## src/rtl/irq_chan_pkg.sv

```systemverilog
package irq_chan_pkg;
   // bit positions in the register word
   localparam int unsigned BIT_PEND    = 31;
   localparam int unsigned BIT_SW_SET  = 30;
   localparam int unsigned BIT_SW_CLR  = 29;
   localparam int unsigned BIT_WE_PRIO = 28;
   localparam int unsigned BIT_WE_TGT  = 27;
   localparam int unsigned BIT_WE_EN   = 26;
   localparam int unsigned BIT_WE_POL  = 25;
   localparam int unsigned BIT_POL     = 17;
   localparam int unsigned BIT_EN      = 16;
   localparam int unsigned LSB_TGT     = 8;
   localparam int unsigned LSB_PRIO    = 0;
   localparam int unsigned DATA_W      = 32;

   // decoded strobes of one qualified write
   typedef struct packed {
      logic sw_set;
      logic sw_clr;
      logic we_prio;
      logic we_tgt;
      logic we_en;
      logic we_pol;
   } chan_strobe_t;
endpackage

```

## src/rtl/irq_chan_fields.sv

```systemverilog
module irq_chan_fields
   import irq_chan_pkg::*;
#(
   parameter int unsigned PRIO_W = 4,
   parameter int unsigned TGT_W  = 1
) (
   input  logic              clk,
   input  logic              rst_n,
   input  logic              wr,
   input  logic [DATA_W-1:0] wdata,
   output logic [PRIO_W-1:0] prio_q,
   output logic [TGT_W-1:0]  tgt_q,
   output logic              en_q,
   output logic              pol_q,
   output logic              sw_q
);
   chan_strobe_t stb;
   logic         tgt_ok;

   always_comb begin
      stb         = '0;
      stb.sw_set  = wr & wdata[BIT_SW_SET];
      stb.sw_clr  = wr & wdata[BIT_SW_CLR];
      stb.we_prio = wr & wdata[BIT_WE_PRIO];
      stb.we_tgt  = wr & wdata[BIT_WE_TGT];
      stb.we_en   = wr & wdata[BIT_WE_EN];
      stb.we_pol  = wr & wdata[BIT_WE_POL];
   end

   // target may change only while the channel is disabled
   assign tgt_ok = stb.we_tgt & ~en_q;

   always_ff @(posedge clk or negedge rst_n) begin
      if (!rst_n) begin
         prio_q <= '0;
         tgt_q  <= '0;
         en_q   <= 1'b0;
         pol_q  <= 1'b0;
         sw_q   <= 1'b0;
      end else begin
         if (stb.we_prio) prio_q <= wdata[LSB_PRIO +: PRIO_W];
         if (tgt_ok)      tgt_q  <= wdata[LSB_TGT +: TGT_W];
         if (stb.we_en)   en_q   <= wdata[BIT_EN];
         if (stb.we_pol)  pol_q  <= wdata[BIT_POL];
         if (stb.sw_clr)      sw_q <= 1'b0;
         else if (stb.sw_set) sw_q <= 1'b1;
      end
   end

   logic unused_wdata;
   assign unused_wdata = ^wdata;

   AST_PRIO_HOLD: assert property (@(posedge clk) disable iff (!rst_n)
      !(wr && wdata[BIT_WE_PRIO]) |=> $stable(prio_q));
   AST_TGT_LOCK: assert property (@(posedge clk) disable iff (!rst_n)
      (en_q || !(wr && wdata[BIT_WE_TGT])) |=> $stable(tgt_q));
   AST_EN_HOLD: assert property (@(posedge clk) disable iff (!rst_n)
      !(wr && wdata[BIT_WE_EN]) |=> $stable(en_q));
   AST_POL_HOLD: assert property (@(posedge clk) disable iff (!rst_n)
      !(wr && wdata[BIT_WE_POL]) |=> $stable(pol_q));
   AST_CLR_WINS: assert property (@(posedge clk) disable iff (!rst_n)
      (wr && wdata[BIT_SW_CLR]) |=> !sw_q);
   AST_NO_WR_NO_CHANGE: assert property (@(posedge clk) disable iff (!rst_n)
      !wr |=> ($stable(prio_q) && $stable(tgt_q) && $stable(en_q)
               && $stable(pol_q) && $stable(sw_q)));
endmodule

```

## src/rtl/irq_chan_status.sv

```systemverilog
module irq_chan_status #(
   parameter int unsigned PRIO_W      = 4,
   parameter int unsigned SYNC_STAGES = 0
) (
   input  logic              clk,
   input  logic              rst_n,
   input  logic              raw_irq,
   input  logic              pol,
   input  logic              sw,
   input  logic              en,
   input  logic [PRIO_W-1:0] prio,
   output logic              pend,
   output logic              req
);
   logic raw_s;

   generate
      if (SYNC_STAGES == 0) begin : g_direct
         assign raw_s = raw_irq;
      end else begin : g_sync
         logic [SYNC_STAGES-1:0] sh_q;
         always_ff @(posedge clk or negedge rst_n) begin
            if (!rst_n) sh_q <= '0;
            else        sh_q <= {sh_q[SYNC_STAGES-1:0] , raw_irq} >> 0;
         end
         assign raw_s = sh_q[SYNC_STAGES-1];
      end
   endgenerate

   assign pend = (raw_s ^ pol) | sw;
   assign req  = pend & en & (|prio);

   AST_SW_FORCES_PEND: assert property (@(posedge clk) disable iff (!rst_n)
      sw |-> pend);
   AST_REQ_QUALIFIED: assert property (@(posedge clk) disable iff (!rst_n)
      req |-> (en && prio != '0));
endmodule

```

## src/rtl/irq_chan_rdmux.sv

```systemverilog
module irq_chan_rdmux
   import irq_chan_pkg::*;
#(
   parameter int unsigned PRIO_W = 4,
   parameter int unsigned TGT_W  = 1
) (
   input  logic              clk,
   input  logic              rst_n,
   input  logic [PRIO_W-1:0] prio,
   input  logic [TGT_W-1:0]  tgt,
   input  logic              en,
   input  logic              pol,
   input  logic              pend,
   output logic [DATA_W-1:0] rdata
);
   always_comb begin
      rdata                       = '0;
      rdata[LSB_PRIO +: PRIO_W]   = prio;
      rdata[LSB_TGT +: TGT_W]     = tgt;
      rdata[BIT_EN]               = en;
      rdata[BIT_POL]              = pol;
      rdata[BIT_PEND]             = pend;
   end

   AST_RD_HIGH_ZERO: assert property (@(posedge clk) disable iff (!rst_n)
      rdata[30:18] == '0);
endmodule

```

## src/rtl/irq_chan_reg.sv

```systemverilog
module irq_chan_reg
   import irq_chan_pkg::*;
#(
   parameter int unsigned PRIO_W      = 4,
   parameter int unsigned TGT_W       = 1,
   parameter int unsigned SYNC_STAGES = 0
) (
   input  logic              clk,
   input  logic              rst_n,
   input  logic              sel,
   input  logic              wr_en,
   input  logic [31:0]       wdata,
   output logic [31:0]       rdata,
   input  logic              raw_irq,
   output logic              pending,
   output logic              req,
   output logic [PRIO_W-1:0] req_prio,
   output logic [TGT_W-1:0]  req_tgt
);
   localparam int unsigned PRIO_TOP = LSB_PRIO + PRIO_W;
   localparam int unsigned TGT_TOP  = LSB_TGT + TGT_W;

   generate
      if (PRIO_W == 0 || PRIO_TOP > LSB_TGT) begin : g_bad_prio
         $error("irq_chan_reg: PRIO_W must be 1..%0d", LSB_TGT);
      end
      if (TGT_W == 0 || TGT_TOP > BIT_EN) begin : g_bad_tgt
         $error("irq_chan_reg: TGT_W must be 1..%0d", BIT_EN - LSB_TGT);
      end
      if (SYNC_STAGES > 4) begin : g_bad_sync
         $error("irq_chan_reg: SYNC_STAGES must be 0..4");
      end
   endgenerate

   logic              wr;
   logic [PRIO_W-1:0] prio_q;
   logic [TGT_W-1:0]  tgt_q;
   logic              en_q;
   logic              pol_q;
   logic              sw_q;

   assign wr = sel & wr_en;

   irq_chan_fields #(.PRIO_W(PRIO_W), .TGT_W(TGT_W)) u_fields (
      .clk    (clk),
      .rst_n  (rst_n),
      .wr     (wr),
      .wdata  (wdata),
      .prio_q (prio_q),
      .tgt_q  (tgt_q),
      .en_q   (en_q),
      .pol_q  (pol_q),
      .sw_q   (sw_q)
   );

   irq_chan_status #(.PRIO_W(PRIO_W), .SYNC_STAGES(SYNC_STAGES)) u_status (
      .clk     (clk),
      .rst_n   (rst_n),
      .raw_irq (raw_irq),
      .pol     (pol_q),
      .sw      (sw_q),
      .en      (en_q),
      .prio    (prio_q),
      .pend    (pending),
      .req     (req)
   );

   irq_chan_rdmux #(.PRIO_W(PRIO_W), .TGT_W(TGT_W)) u_rdmux (
      .clk   (clk),
      .rst_n (rst_n),
      .prio  (prio_q),
      .tgt   (tgt_q),
      .en    (en_q),
      .pol   (pol_q),
      .pend  (pending),
      .rdata (rdata)
   );

   assign req_prio = prio_q;
   assign req_tgt  = tgt_q;

   AST_RD_PEND_MATCH: assert property (@(posedge clk) disable iff (!rst_n)
      rdata[BIT_PEND] == pending);
   AST_SWSET_PENDS: assert property (@(posedge clk) disable iff (!rst_n)
      (wr && wdata[BIT_SW_SET] && !wdata[BIT_SW_CLR]) |=> pending);
endmodule

```

## config.mk

```make
export PLATFORM = sky130hd
export DESIGN_NAME = irq_chan_reg
export DESIGN_NICKNAME = d
export VERILOG_FILES = /design/src/rtl/irq_chan_pkg.sv /design/src/rtl/irq_chan_fields.sv /design/src/rtl/irq_chan_status.sv /design/src/rtl/irq_chan_rdmux.sv /design/src/rtl/irq_chan_reg.sv
export SDC_FILE = /design/constraint.sdc
export NUM_CORES = 1
export LEC_CHECK = 0
export BUFFER_PORTS_ARGS = -buffer_cell sky130_fd_sc_hd__buf_2
export CAP_MARGIN = 30
export CORE_MARGIN = 2
export CORE_UTILIZATION = 30
export DETAILED_ROUTE_END_ITERATION = 10
export GPL_ROUTABILITY_DRIVEN = 0
export PLACE_DENSITY = 0.76
export RECOVER_POWER = 100
export SLEW_MARGIN = 20
export SYNTH_ARGS = -nofsm -noshare
export SYNTH_HDL_FRONTEND = slang
export SYNTH_SLANG_ARGS = --single-unit
```

## constraint.sdc

```tcl
create_clock -name clk -period 1.5 [get_ports clk]
set_clock_uncertainty 0.2 [all_clocks]
set_input_delay 0.15 -clock clk [delete_from_list [all_inputs] [get_ports clk]]
set_output_delay 0.15 -clock clk [all_outputs]
set_load 0.02 [all_outputs]
```

======== Word-level counts from Yosys, hierarchy flattened ========
Cells that the tools add are included.
storage, ports and cells
  flip-flop bits (word level) ............. 8
cells by class
  mux-type cells .......................... 2
  reductions and logical operators ........ 2
  bitwise gates (word level) .............. 13
operator list
  cell               count
  $and 1x1->1        10
  $reduce_or 4->1    1
  $mux 1             2
  $reduce_bool 2->1  1
  $not 1->1          1
  $or 1x1->1         1
  $xor 1x1->1        1

======== Logic depth before layout (Yosys ltp) ========
Gate-level depths: netlist of the first run.
  depth after elaboration ................. 4
  depth in mapped cells ................... 3
  mapped depth without buffers ............ 2

======== By module ========
From an unflattened synthesis of the first run, not the netlist that was laid out.
second synthesis, totals
  cells, all modules ...................... 60
  area total of the unflattened synthesis .. 613.1 sq um
by module, submodules not included
  module           times used  cells an instance  area each (sq um)
  irq_chan_fields  1           21                 325.3
  irq_chan_rdmux   1           33                 244.0
  irq_chan_status  1           5                  37.5
  irq_chan_reg     1           1                  6.3

======== Worst setup path before layout of the first run ========
No wires, ideal clock.
  path type ............................... reg2out
  start ................................... reg u_fields.prio_q[1]
  end ..................................... out req
  arrival time ............................ 0.967 ns
  path slack .............................. 0.183 ns
  path buffers ............................ 0
  stages on the path, launching flop included .. 3
  cells stage by stage .................... dfrtp_1 o41ai_1 a21oi_1
on the way
  word-level cells in the longest chain between the ends .. 2
ends and longest elaborated chain
  item                    RTL line               RTL
  from (decl)             irq_chan_fields.sv:11  output logic [PRIO_W-1:0] prio_q,
  from (signal assigned)  irq_chan_fields.sv:41  if (stb.we_prio) prio_q <= wdata[LSB_PRIO +: PRIO_W];
  $reduce_or 4->1         irq_chan_status.sv:31  assign req = pend & en & (|prio);
  $and 1x1->1             irq_chan_status.sv:31
  to (decl)               irq_chan_reg.sv:16     output logic req,
Every way passes these cells.

======== Final worst setup path of the first run ========
  start ................................... reg u_fields.prio_q[2]
  end ..................................... out req
The elaborated chain is that of the path after synthesis.

==> impl_metrics.ini, run 1 <==
[run_status]
status = finished with violations
violations = hold timing, setup timing

[sta]
whs_ps = -22.7
rsz0062_at_grt = true
slew_viol_final = 0
fmax_ghz = 0.639
min_period_ps = 1570
setup_slack_ps = -65.2
timing_hold_violations_final = 1
setup_viol = 1
fin_crit_sh_pct = 104

[clocking]
clockBufferDepth = 2
clk_latency_ps = 240
clock_sinks = 8
numCtsBuffers = 3
htreeDepth = 1
cts_tree = done
cts-root-buf = clkbuf_4
clk_pin_slew_worst_paths_ps = 50

[detailed_routing]
post_drt_via_cell_ratio = 3.77
via_count = 464
first_pass_iters = 4
drtIter0Drc = 1
antenna_left = 0
drt-wirelength-per-cell_um = 9.38
wl_um = 1150
drc_errors = 0

[grt]
grt_pass1_vias = 429
grt_use_total_pct = 10.2
grt_pass1_wl_um = 1790
grt_overflow_total = 0
grt_max_degree = 9
antenna_found_initial = 0

[setup_path]
critPathBufInv = 1
cpPeakStageDelay_ps = 380
crit_path_end_kind = output pin
required_ps = 1150
cp_slowest_cell = dfrtp_1
crit_chain = o41ai_2 -> a21oi_1 -> buf_2
critPathMaxFanout = 2
critical_path_class = register to output pin
arrival_ps = 1220
start_kind = register
crit_family = compound AO/OA/AOI/OAI gates

[layout]
area_growth_pct = 26.7
fin_area_sq_um = 753
final_common_cell = conb_1
num_antenna_cells = 0
fin_cells = 123
layout-drive-gt1-share_pct = 30.2
final_cell_mix = 24 x conb_1, 19 x buf_2, 13 x clkbuf_1, 9 x dlygate4sd3_1, 8 x dfrtp_1
nets = 135

[job]
cap_violations = 0

[yosys]
synthTopCellsByArea = buf_4 40%, dfrtp_1 34%, mux2_1 7.6%
yosys.area.top_type = buf_4
syn_inst = 59
ys_seq_elements = 8
yosys_warnings = 0
synth.distinct_cells = 14
syn-cell-area_sq_um = 594
seq_area_frac_synth_pct = 33.7
syn_avg_cell_area_sq_um = 10.1
synth_top_area_share_pct = 40.4

[power_and_ir_drop]
vdd_ir_drop_max_v = 0.000362
p_leak_nw = 0.377
power.density_nw_per_um2 = 1070
power_mw = 0.809

[place]
dp_hpwl_um = 902
dpl_cell_area_sq_um = 634
io_buffers = 32
dp_slack_ps = 52.9
dp.cells = 109

[floorplan]
core-area_sq_um = 1920
die_h_um = 48.5
design.die.area_sq_um = 2350
pin_count = 76
initial_core_util_pct = 30.9
die_width_um = 48.5
rows = 16

[min_path]
hold_path.class = primary input to register
-- registers in the layout (all words and copies together), names as in the netlist --
register,cells
u_fields.prio_q,4
u_fields.en_q,1
u_fields.pol_q,1
u_fields.sw_q,1
u_fields.tgt_q,1
-- timing repair --
item / 4_1_cts / 5_1_grt
endpoints found under the hold margin: 16 / 0
resized for setup: 1 / 1
setup buffers: 2 / 0
cloned: 0 / 0
endpoints found under the setup margin: 1 / 4
pin swaps: 1 / 0
hold buffers: 10 / 0
-- report_power, final --
group / internal, mW / switching (mW)
Sequential: 0.258 / 0.0382
Clock: 0.0907 / 0.0606
Combinational: 0.122 / 0.238
Total: 0.471 / 0.337
-- per-layer routing --
layer | track usage [%] | wire [um] | up-vias
li1 | - | - | 217
met1 | 9.18 | 373 | 211
met2 | 19.9 | 653 | 34
met3 | 3.40 | 115 | 2
met4 | 5.24 | 12 | 0
met5 | 0 | 0 | -
-- worst register-to-register path: cells and delay by family, from the launching register on --
family / cells / cell delay, ps
flip-flops: 1 / 420
AND/OR/NAND/NOR: 1 / 200
multiplexers: 1 / 280
-- metrics by stage --
stage	TNS (ps)	util, %	hold WS, ps
6_report	-65.2	39.2	-22.7
5_1_grt	-206	39.2	17.1
4_1_cts	-93.9	40.6	46.7
3_5_place_dp	0	33.0	-204
3_3_place_gp	0	33.0	-203
2_1_floorplan	0	-	-346
-- cell type report --
type	count	area (sq um)
fillers	210	1170
multi-input cells	41	244
clock buffers	3	22.5
repair buffers	43	249
flip-flops and latches	8	200
well taps	27	33.8
inverters	1	3.75
-- final timing paths --
check	start	to	slack, ps	cells after the start
setup reg to reg	u_fields.en_q	u_fields.tgt_q	290	2
hold / removal	sel	u_fields.sw_q	-20	2
hold reg to reg	u_fields.tgt_q	u_fields.tgt_q	340	1
min in group asynchronous	rst_n	u_fields.pol_q	160	2
setup / recovery	u_fields.prio_q[2]	req	-70	3
max in group asynchronous	rst_n	u_fields.prio_q[1]	650	2
-- synthesized netlist by cell type --
master,count
mux2_2,3
buf_4,32
a21oi_1,1
o41ai_1,1
a31oi_1,2
dfrtp_1,8
xnor2_1,1
nand3_2,1
nand3_1,2
mux2_1,4
nand2_1,1
nand4b_1,1
conb_1,1
inv_1,1
-- logic make-up after synthesis --
group                  synth area share (%)
AO/OA/AOI/OAI                          4.42
XOR/XNOR                               1.47
AND/OR/NAND/NOR                        5.47
multiplexers                           13.3
flip-flops                             33.7
buffers and inverters                  41.1
other                                 0.631
(Power assumes the default switching activity.)
==> run 2: changes to the inputs <==
CORE_UTILIZATION = 31   (was 30)
PLACE_DENSITY = 0.79   (was 0.76)
==> run 2 against run 1 <==
Net effect:
- the run still ends with hold timing, setup timing left
- sequential power barely moved
- cell area rose by 1.8%
- sequential cell count did not move
- fmax fell by 0.83%
- power rose by 2.4%
- utilization rose by 4.3 points
- combinational power rose by 4%
- global-route usage rose by 1.2 points
- critical endpoint unchanged
- worst setup slack got worse by 13 ps
==> impl_metrics.ini, run 2 (synthesis results as in run 1) <==
[detailed_routing]
via_count = 460
drc_errors = 0
antenna_left = 0
drt-wirelength-per-cell_um = 9.57
first_pass_iters = 4
drtIter0Drc = 4
post_drt_via_cell_ratio = 3.77
wl_um = 1170

[job]
cap_violations = 0

[grt]
grt_pass1_wl_um = 1730
grt_pass1_vias = 421
antenna_found_initial = 0
grt_use_total_pct = 11.4
grt_max_degree = 9
grt_overflow_total = 0

[sta]
fin_crit_sh_pct = 105
min_period_ps = 1580
timing_hold_violations_final = 1
setup_slack_ps = -78.3
rsz0062_at_grt = true
whs_ps = -30.0
setup_viol = 1
slew_viol_final = 0
fmax_ghz = 0.634

[place]
io_buffers = 32
dp_hpwl_um = 895
dp.cells = 107

[min_path]
min_to = u_fields.sw_q
hold_path.class = primary input to register
hold_depth = 2
hp-start = sel

[floorplan]
pin_count = 76
core-area_sq_um = 1760
die_width_um = 47.8
initial_core_util_pct = 33.7
rows = 15
die_h_um = 47.8
design.die.area_sq_um = 2280

[layout]
layout-drive-gt1-share_pct = 40.2
final_common_cell = buf_2
seq_area_sq_um = 200
largest_reg_flops = 4
multi_input_area_sq_um = 244
fin_cells = 122
num_antenna_cells = 0
final_cell_mix = 29 x buf_2, 24 x conb_1, 9 x dlygate4sd3_1, 8 x dfrtp_1
area_growth_pct = 29.1
top_register = u_fields.prio_q
fillers = 187
nets = 136

[clocking]
clockBufferDepth = 2
clock_sinks = 8
cts-root-buf = clkbuf_4
htreeDepth = 1
clk_pin_slew_worst_paths_ps = 50
numCtsBuffers = 3
clk_latency_ps = 240
cts_tree = done

[setup_path]
required_ps = 1150
start_kind = register
crit_path_end_kind = output pin
critPathMaxFanout = 2
r2r-end = u_fields.tgt_q
ff2ff_path_depth = 2
worstReg2RegStart = u_fields.en_q
r2r_slack_ps = 290
arrival_ps = 1230
critical_path_class = register to output pin

[run_status]
violations = hold timing, setup timing
status = finished with violations

[power_and_ir_drop]
p_leak_nw = 0.406
power.density_nw_per_um2 = 1080
vdd_ir_drop_max_v = 0.000408
## run 2: changes by cell type in the layout (fill, tap and decap cells not counted), sizes merged
| cell | previous run | this run |
|---|---|---|
| clkbuf | 16 | 7 |
| buf | 21 | 31 |
## run 2: stage by stage
step	power, mW	util, %	setup slack (ps)	cell area (sq um)	TNS [ps]
6_report	0.828	43.5	-78.3	767	-78.3
5_1_grt	0.891	43.5	-161	767	-161
4_1_cts	0.845	44.0	-101	777	-101
3_5_place_dp	0.638	35.8	52.7	632	0
3_3_place_gp	0.630	35.8	93.0	632	0
2_1_floorplan	0.620	-	183	681	0
## run 2: final cells by class
class	instances	share of cell area, %
Timing Repair Buffer	44	34.6
Multi-Input combinational cell	41	31.8
Sequential cell	8	26.1
Tap cell	25	4.08
Clock buffer	3	2.94
Inverter	1	0.489
## run 2: critical path, cell delays in order, from the launching register on
cell	delay, ps
dfrtp_1	380
o41ai_2	370
a21oi_1	60
buf_2	170
## run 2: repair_timing
item	CTS	global route
buffers inserted	2	1
hold buffers	10	0
pin swaps	1	1
setup endpoints to repair	1	4
gates resized for setup	1	0
endpoints found under the hold margin	16	0
## run 2: layer usage
metal  wire [um]  track usage, %  vias to the layer above
li1            -               -                      217
met1         415            10.9                      207
met2         608            21.1                       32
met3         109            3.77                        4
met4          34            6.49                        0
met5           0               0                        -
## run 2: where the power goes
part           leakage (nW)  internal, mW  total [mW]  switching (mW)
logic                 0.298         0.137       0.376           0.239
registers            0.0948         0.258       0.297          0.0385
clock network        0.0138        0.0909       0.155          0.0641
## run 2: how the worst max path moves through the flow
stage	startpoint	endpoint	slack [ps]	cells after the start
2_1_floorplan	u_fields.prio_q[1]	req	180	2
3_3_place_gp	u_fields.prio_q[1]	req	90	3
3_5_place_dp	u_fields.prio_q[1]	req	50	3
4_1_cts	u_fields.prio_q[2]	req	-100	3
5_1_grt	u_fields.prio_q[2]	req	-160	3
6_report	u_fields.prio_q[2]	req	-80	3
==> run 3: changes to the inputs <==
ABC_CLOCK_PERIOD_IN_PS = 1500   (was unset)
CELL_PAD_IN_SITES_DETAIL_PLACEMENT = 0   (was unset)
CELL_PAD_IN_SITES_GLOBAL_PLACEMENT = 2   (was unset)
CORE_ASPECT_RATIO = 0.6   (was unset)
CORE_UTILIZATION = 14   (was 31)
PLACE_DENSITY = unset   (was 0.79)
PLACE_DENSITY_LB_ADDON = 0.1   (was unset)
==> run 3 against run 2 <==
Net effect:
- the flow still finishes with violations (hold timing, setup timing)
- non-clock buffer count decreased by 1
- clock power increased by 66%
- combinational power decreased by 3%
- wire length increased by 17%
- worst setup slack improved by 43 ps
- hold slack improved by 30 ps
- cell area increased by 5.9%
==> impl_metrics.ini, run 3 (synthesis results as in run 1) <==
[power_and_ir_drop]
pwr-share-comb_pct = 39.6
intPower_mw = 0.554
p_seq_share_pct = 32.4
p_sw_mw = 0.363
power_mw = 0.918
clockPowerShare_pct = 28.0
p_leak_nw = 0.382
vdd_ir_drop_max_v = 0.000275
swShare_pct = 39.6
power.density_nw_per_um2 = 1130

[clocking]
clk_pin_slew_worst_paths_ps = 40
clockBufferDepth = 2
clk_latency_ps = 220
htreeDepth = 1
cts_tree = done
cts-root-buf = clkbuf_8
clock_sinks = 8
numCtsBuffers = 3

[detailed_routing]
drtIter0Drc = 9
via_count = 443
drt-wirelength-per-cell_um = 8.79
first_pass_iters = 2
post_drt_via_cell_ratio = 2.84
antenna_left = 0
drc_errors = 0
wl_um = 1370

[layout]
final_common_cell = conb_1
num_antenna_cells = 0
final_cell_mix = 24 x conb_1, 18 x buf_2, 14 x clkbuf_1, 9 x dlygate4sd3_1, 8 x dfrtp_1
final_core_util_pct = 19.8
top_register = u_fields.prio_q
fin_cells = 156
area_growth_pct = 36.6
layout-drive-gt1-share_pct = 29.2
fin_area_sq_um = 812
nets = 135
largest_reg_flops = 4

[sta]
whs_ps = -0.0505
fmax_ghz = 0.651
timing_hold_violations_final = 1
setup_slack_ps = -34.9
fin_crit_sh_pct = 102
rsz0062_at_grt = true
setup_viol = 1
min_period_ps = 1530
slew_viol_final = 0

[job]
cap_violations = 0

[min_path]
hold_path.class = primary input to register
min_to = u_fields.sw_q
hold_depth = 2
hp-start = wr_en

[place]
io_buffers = 32
dp_slack_ps = 93.0
dp.cells = 143
dp_hpwl_um = 1130
dpl_cell_area_sq_um = 683

[floorplan]
die_width_um = 88.1
rows = 18
core-area_sq_um = 4100
initial_core_util_pct = 14.5
design.die.area_sq_um = 4800
die_h_um = 54.5
pin_count = 76

[grt]
grt_max_degree = 9
antenna_found_initial = 0
grt_pass1_vias = 369
grt_use_total_pct = 5.50
grt_pass1_wl_um = 1840
grt_overflow_total = 0

[setup_path]
ff2ff_path_depth = 2
cp_slowest_cell = dfrtp_1
arrival_ps = 1180
crit_path_end_kind = output pin
critical_path_class = register to output pin
crit_family = compound AO/OA/AOI/OAI gates
r2r_slack_ps = 300
cp-startpoint = u_fields.prio_q[1]
critPathBufInv = 1
r2r-end = u_fields.tgt_q
cpPeakStageDelay_ps = 380
start_kind = register
required_ps = 1150
crit_chain = o41ai_2 -> a21oi_1 -> buf_2
worstReg2RegStart = u_fields.en_q
critPathMaxFanout = 2

[run_status]
status = finished with violations
violations = hold timing, setup timing
==> run 3: changes by cell type in the layout (fill, tap and decap cells not counted), sizes merged <==
cell    delta
clkbuf    +10
buf       -11
==> run 3: how the worst max path moves through the flow <==
stage / end / slack [ps] / depth (start not counted)
6_report: req / -30 / 3
5_1_grt: req / -120 / 3
4_1_cts: req / -70 / 3
3_5_place_dp: req / 90 / 3
3_3_place_gp: req / 90 / 3
2_1_floorplan: req / 180 / 2
==> run 3: timing repair <==
action | CTS | global route
setup endpoints to repair | 1 | 1
hold buffers | 9 | 0
gates resized for setup | 1 | 0
hold endpoints to repair | 16 | 0
setup buffers | 1 | 0
pin swaps | 1 | 0
==> run 3: metrics by stage <==
step	hold slack, ps	setup TNS [ps]
6_report	-0.0505	-34.9
4_1_cts	0.259	-65.2
5_1_grt	23.9	-117
3_3_place_gp	-186	0
3_5_place_dp	-187	0
2_1_floorplan	-346	0
==> run 3: power groups by stage <==
stage | Combinational (mW) | Clock [mW] | Sequential (mW)
6_report | 0.363 | 0.257 | 0.298
5_1_grt | 0.396 | 0.280 | 0.306
4_1_cts | 0.387 | 0.271 | 0.299
3_5_place_dp | 0.354 | 0 | 0.300
3_3_place_gp | 0.357 | 0 | 0.298
2_1_floorplan | 0.294 | 0 | 0.326
==> run 3: routing by layer <==
layer	GRT usage [%]	up-vias	part of all wire [%]
li1	-	216	-
met1	7.18	198	47
met2	7.83	27	41
met3	3.02	2	11
met4	1.52	0	1.4
met5	0	-	0
==> run 3: layout make-up <==
| cell class | count | area, sq um |
|---|---|---|
| fillers | 483 | 3290 |
| repair buffers | 43 | 248 |
| multi-input cells | 41 | 244 |
| flip-flops and latches | 8 | 200 |
| well taps | 60 | 75.1 |
| clock buffers | 3 | 41.3 |
| inverters | 1 | 3.75 |
